--- config.mk ---
export PLATFORM = sky130hd
export DESIGN_NAME = rng_ctrl_regs
export DESIGN_NICKNAME = d
export VERILOG_FILES = /design/src/rtl/rng_pkg.sv /design/src/rtl/rng_warmup.sv /design/src/rtl/rng_byte_collector.sv /design/src/rtl/rng_ctrl_regs.sv
export SDC_FILE = /design/constraint.sdc
export NUM_CORES = 1
export LEC_CHECK = 0
export ABC_AREA = 1
export CAP_MARGIN = 20
export CELL_PAD_IN_SITES_DETAIL_PLACEMENT = 1
export CELL_PAD_IN_SITES_GLOBAL_PLACEMENT = 1
export CORE_ASPECT_RATIO = 1.25
export CORE_UTILIZATION = 41
export DETAILED_ROUTE_END_ITERATION = 8
export PLACE_DENSITY = 0.94
export SLEW_MARGIN = 20
export SYNTH_ARGS = -nofsm -noshare
export SYNTH_HDL_FRONTEND = slang
export SYNTH_SLANG_ARGS = --single-unit
--- constraint.sdc ---
create_clock -name clk -period 9.4 [get_ports clk]
set_input_delay 1.88 -clock clk [delete_from_list [all_inputs] [get_ports clk]]
set_output_delay 1.88 -clock clk [all_outputs]
set_load 0.005 [all_outputs]
--- src/rtl/rng_pkg.sv ---
package rng_pkg;
  localparam int OFF_CTL  = 'h0;
  localparam int OFF_DATA = 'h4;
  localparam int OFF_ACT  = 'hC;

  localparam int CTL_EN_BIT  = 0;
  localparam int CTL_DV_BIT  = 1;
  localparam int CTL_RNG_LSB = 2;
  localparam int RNG_W       = 4;
  localparam int CTL_IE_BIT  = 6;
  localparam int CTL_RDY_BIT = 7;
  localparam int ACT_BIT     = 7;
  localparam logic [6:0] VERSION = 7'h02;
  localparam int MAX_MHZ = 100;

  // top frequency of each clock-range code, in MHz
  function automatic int unsigned range_top_mhz(input logic [RNG_W-1:0] code);
    case (code)
      4'd0:    return 100;
      4'd1:    return 80;
      4'd2:    return 60;
      4'd3:    return 50;
      4'd4:    return 40;
      4'd5:    return 30;
      4'd6:    return 25;
      4'd7:    return 20;
      4'd8:    return 15;
      4'd9:    return 12;
      4'd10:   return 9;
      4'd11:   return 7;
      4'd12:   return 6;
      default: return 5;
    endcase
  endfunction
endpackage

--- src/rtl/rng_warmup.sv ---
module rng_warmup
  import rng_pkg::*;
#(
  parameter int DELAY_US = 100
) (
  input  logic             clk,
  input  logic             rst,
  input  logic             act_next,
  input  logic [RNG_W-1:0] range_code,
  output logic             ready
);
  localparam int MAX_CYC = DELAY_US * MAX_MHZ;
  localparam int CNT_W   = $clog2(MAX_CYC + 1);

  logic [CNT_W-1:0] cnt;
  logic [CNT_W-1:0] limit;

  assign limit = CNT_W'(DELAY_US * range_top_mhz(range_code));

  always_ff @(posedge clk) begin
    if (rst || !act_next) begin
      cnt   <= '0;
      ready <= 1'b0;
    end else if (!ready) begin
      if (cnt == limit - CNT_W'(1)) ready <= 1'b1;
      else                          cnt   <= cnt + CNT_W'(1);
    end
  end
endmodule

--- src/rtl/rng_byte_collector.sv ---
module rng_byte_collector #(
  parameter int BYTE_W = 8
) (
  input  logic              clk,
  input  logic              rst,
  input  logic              run,
  input  logic              take,
  input  logic              raw_bit,
  input  logic              raw_valid,
  output logic [BYTE_W-1:0] byte_q,
  output logic              valid_q
);
  localparam int CNT_W = $clog2(BYTE_W);

  logic [BYTE_W-2:0] shift_q;
  logic [CNT_W-1:0]  nbits;

  always_ff @(posedge clk) begin
    if (rst) begin
      shift_q <= '0;
      nbits   <= '0;
      byte_q  <= '0;
      valid_q <= 1'b0;
    end else if (!run) begin
      nbits   <= '0;
      valid_q <= 1'b0;
    end else if (take) begin
      valid_q <= 1'b0;
    end else if (!valid_q && raw_valid) begin
      if (nbits == CNT_W'(BYTE_W - 1)) begin
        byte_q  <= {shift_q, raw_bit};
        valid_q <= 1'b1;
        nbits   <= '0;
      end else begin
        shift_q <= {shift_q[BYTE_W-3:0], raw_bit};
        nbits   <= nbits + CNT_W'(1);
      end
    end
  end
endmodule

--- src/rtl/rng_ctrl_regs.sv ---
module rng_ctrl_regs
  import rng_pkg::*;
#(
  parameter int ADDR_W   = 4,
  parameter int DELAY_US = 100,
  parameter int BYTE_W   = 8
) (
  input  logic              clk,
  input  logic              rst,
  input  logic              reg_wr,
  input  logic              reg_rd,
  input  logic [ADDR_W-1:0] reg_addr,
  input  logic [31:0]       reg_wdata,
  output logic [31:0]       reg_rdata,
  input  logic              raw_bit,
  input  logic              raw_valid,
  output logic              irq
);
  logic             act_q, en_q, ie_q;
  logic [RNG_W-1:0] range_q;
  logic             act_d, en_d;
  logic             ready, dv;
  logic [BYTE_W-1:0] byte_q;
  logic             wr_ctl, wr_act, rd_data;
  logic [31:0]      rd_word;
  logic             unused_wbits;

  assign wr_ctl  = reg_wr && (reg_addr == ADDR_W'(OFF_CTL));
  assign wr_act  = reg_wr && (reg_addr == ADDR_W'(OFF_ACT));
  assign rd_data = reg_rd && (reg_addr == ADDR_W'(OFF_DATA)) && dv;
  assign unused_wbits = ^{reg_wdata[31:8], reg_wdata[CTL_DV_BIT]};

  assign act_d = wr_act ? reg_wdata[ACT_BIT] : act_q;

  always_comb begin
    en_d = en_q;
    if (!act_d)      en_d = 1'b0;
    else if (wr_ctl) en_d = reg_wdata[CTL_EN_BIT] && act_q && ready;
  end

  always_ff @(posedge clk) begin
    if (rst) begin
      act_q   <= 1'b0;
      en_q    <= 1'b0;
      ie_q    <= 1'b0;
      range_q <= '0;
    end else begin
      act_q <= act_d;
      en_q  <= en_d;
      if (wr_ctl) begin
        ie_q <= reg_wdata[CTL_IE_BIT];
        if (!en_q) range_q <= reg_wdata[CTL_RNG_LSB +: RNG_W];
      end
    end
  end

  rng_warmup #(.DELAY_US(DELAY_US)) u_warmup (
    .clk       (clk),
    .rst       (rst),
    .act_next  (act_d),
    .range_code(range_q),
    .ready     (ready)
  );

  rng_byte_collector #(.BYTE_W(BYTE_W)) u_collect (
    .clk      (clk),
    .rst      (rst),
    .run      (en_d),
    .take     (rd_data),
    .raw_bit  (raw_bit),
    .raw_valid(raw_valid),
    .byte_q   (byte_q),
    .valid_q  (dv)
  );

  always_comb begin
    rd_word = '0;
    if (reg_addr == ADDR_W'(OFF_CTL)) begin
      rd_word[CTL_EN_BIT]                 = en_q;
      rd_word[CTL_DV_BIT]                 = dv;
      rd_word[CTL_RNG_LSB +: RNG_W]       = range_q;
      rd_word[CTL_IE_BIT]                 = ie_q;
      rd_word[CTL_RDY_BIT]                = ready;
    end else if (reg_addr == ADDR_W'(OFF_DATA)) begin
      if (dv) rd_word[BYTE_W-1:0] = byte_q;
    end else if (reg_addr == ADDR_W'(OFF_ACT)) begin
      rd_word[6:0]     = VERSION;
      rd_word[ACT_BIT] = act_q;
    end
  end

  always_ff @(posedge clk) begin
    if (rst)         reg_rdata <= '0;
    else if (reg_rd) reg_rdata <= rd_word;
  end

  assign irq = dv && ie_q;
endmodule

==> flow_summary.toml <==
[run_status]
outcome = "finished, final reports clean"

[finish]
layout-drive-gt1-share = 0.0939
antennaDiodeCount = 0
num-nets-final = 667
fin_cells = 712
areaGrowthSynthToFinish_pct = 10.6

[sta]
finalCriticalPeriod_ps = 4340
skew_ps = 11.7
finalHoldViolCount = 0
fmax_ghz = 0.230
tightest_slew_ps = 769
rsz0062_at_grt = "false"
fin_setup_tns_ps = 0
setup_violations = 0
slew_headroom = 0.486
timing.final.max_slew_violations = 0
period_share = 0.462

[flow_run]
drv_cap = 0

[synthesis]
ys_top_cells_by_count = "nand2_1, inv_1, nand3_1"
synth-seq-area-share = 0.278
synth_cell_types = 43
yosys-top-cells-area = "dfxtp_1, ha_1, nand2_1"
synth.top_cell.area_share = 0.278
synth.most_common_cell = "nand2_1"
synth_top_area_cell = "dfxtp_1"
avgSynthCellArea_um2 = 7.11
synth_edf_count = 0
async_flop_share = 0
ys_seq_elements = 56
netlist_area_mm2 = 0.00403
yosys_warnings = 0
syn_inst = 567
synth-main-ff-cell = "dfxtp_1"

[grt]
top_usage_layer = "met2"
grt_pass1_vias = 3945
met3_usage = 0.0282
grt.overflow.total = 0
use_met2 = 0.450
antenna_found_initial = 0
grt_max_degree = 18
grtUsageTotal = 0.214
use_met1 = 0.208
grt_pass1_wl_mm = 17.8

[placement]
portBuffers = 25
dp.cells = 704
gp_congestion = 0.775
dp_hpwl_mm = 8.18

[clocking]
ctsResizeCount = 0
clkTransAtPathRegs_ps = 80
cts_hold_buf = 0
worstSkewPairLatency_ps = 300
clk_path_buf_depth = 2
cts-root-buf = "clkbuf_16"
cts_made_buffers = 5
htreeDepth = 2
cts_tree = "done"
cts_sinks = 56
cts_setup_buffers = 0

[detailed_routing]
firstDrtPassIters = 6
antenna_left = 0
remaining_drc_errors = 0
wl_mm = 10.6
wl_per_cell_um = 14.9
via_count = 3648
via_per_inst = 5.12
dr.first_iter.drc_count = 76

[setup_path]
critPathMaxStageDelay_ps = 420
r2r_setup_slack_ps = 5510
worst-setup-path-type = "in2reg"
end_kind = "flop"
critPathMaxFanout = 8
path_cells = "clkdlybuf4s50_1 > nor2_2 > inv_1 > nor3_4 > inv_2 > nor2_4 > nand2_2 > clkinv_2 > nor2_1 > nor3_2 > inv_1 > ha_1 > a21oi_1 > o21ai_0 > o21ai_0"
cpLargestDelayFamily = "simple AND/OR/NAND/NOR gates"
slowest_stage = "clkdlybuf4s50_1"
crit_path_start_kind = "input port"
crit_arrival_ps = 4560
worstPathRequired_ps = 9620
crit_buf_inv = 5

[floorplanning]
num_io_pins = 75
die_w_um = 90.7
floorplan.initialDensity = 0.422
die_y_um = 113
core_area_mm2 = 0.00956
rows = 40
die_area_mm2 = 0.0102

[power_and_ir_drop]
p_total_w = 0.000598
ir_drop_v = 0.0000710
power.density_mw_per_mm2 = 134
p_leak_nw = 1.99

[hold_path]
min_path_type = "reg2reg"
[worst register-to-register path: stages (launching register included)]
cell and delay (ps):
dfxtp_1 440, inv_2 60, ha_1 280, ha_1 300, ha_1 320, inv_1 70
fa_1 620, inv_1 70, nor2_2 130, nand3_1 140, inv_1 100, nand2_1 80
nor2_1 150, nand2_2 80, xor2_2 230, nand3_2 140, o21bai_4 330, nand2_1 110
a21oi_1 170
[per-stage QoR]
step | cell area, µm² | utilization | setup slack (ps) | hold WS (ps)
2_1_floorplan | 4120 | - | 5680 | 430
3_3_place_gp | 4280 | 0.448 | 4850 | 440
3_5_place_dp | 4280 | 0.448 | 4730 | 456
4_1_cts | 4460 | 0.466 | 5040 | 467
5_1_grt | 4460 | 0.466 | 4810 | 482
6_report | 4460 | 0.466 | 5060 | 472
[cell type report]
class / instances / area, µm²
inverters: 80 / 302
clock buffers: 6 / 139
multi-input cells: 417 / 2450
well taps: 126 / 158
flip-flops and latches: 56 / 1120
clock inverters: 2 / 38.8
fillers: 1241 / 5100
repair buffers: 25 / 250
[metal layers]
layer / vias up / wire (µm)
met5: - / 0
met4: 0 / 206
met3: 19 / 233
met2: 43 / 6170
met1: 1760 / 4020
li1: 1826 / -
[worst paths after layout]
check / from / end / cells after the start
setup reg to reg: u_warmup.limit[4]$_DFF_P_ / u_warmup.cnt[1]$_SDFFE_PP0P_ / 18
setup / recovery: reg_addr[1] / u_warmup.limit[3]$_DFF_P_ / 15
hold / removal: u_collect.byte_q[1]$_SDFFE_PP0P_ / u_collect.byte_q[1]$_SDFFE_PP0P_ / 2
hold reg to reg: u_collect.byte_q[1]$_SDFFE_PP0P_ / u_collect.byte_q[1]$_SDFFE_PP0P_ / 2
[cell families after synthesis]
family / count (synthesis) / synth area share
compound gates: 84 / 0.123
buf+inv: 117 / 0.136
fa+ha+maj: 40 / 0.128
xor+xnor: 16 / 0.0366
simple gates: 253 / 0.298
flops: 56 / 0.278
other cells: 1 / 0.000930
[power by group]
part	switching, W	total (W)	internal (W)
Combinational	0.0000846	0.000132	0.0000474
Sequential	0.00000295	0.000243	0.000240
Clock	0.0000890	0.000223	0.000134
Total	0.000177	0.000598	0.000422
[registers in the layout, summed over array words and instances, names as in the netlist, named ones only]
signal             flops
range_q                4
u_collect.shift_q      7
reg_rdata              8
u_warmup.ready         1
u_warmup.cnt          14
u_warmup.limit         3
u_collect.byte_q       8
u_collect.valid_q      1
ie_q                   1
act_q                  1
en_q                   1
u_collect.nbits        3
[layout by cell type (no fill, tap or decap), types with 3 or more instances in the layout]
cell type and n:
nor2_1 34, inv_1 71, ha_1 38, a21oi_1 42, dfxtp_1 56, nand4_1 3
clkbuf_16 5, inv_2 8, nand2_2 19, nand2_1 113, o211ai_1 9, o21ai_0 21
xor2_1 14, nor3_1 7, clkdlybuf4s50_1 25, conb_1 24, nand3_2 7, nand3_1 59
Note: power is estimated with default switching activity, not from simulation.
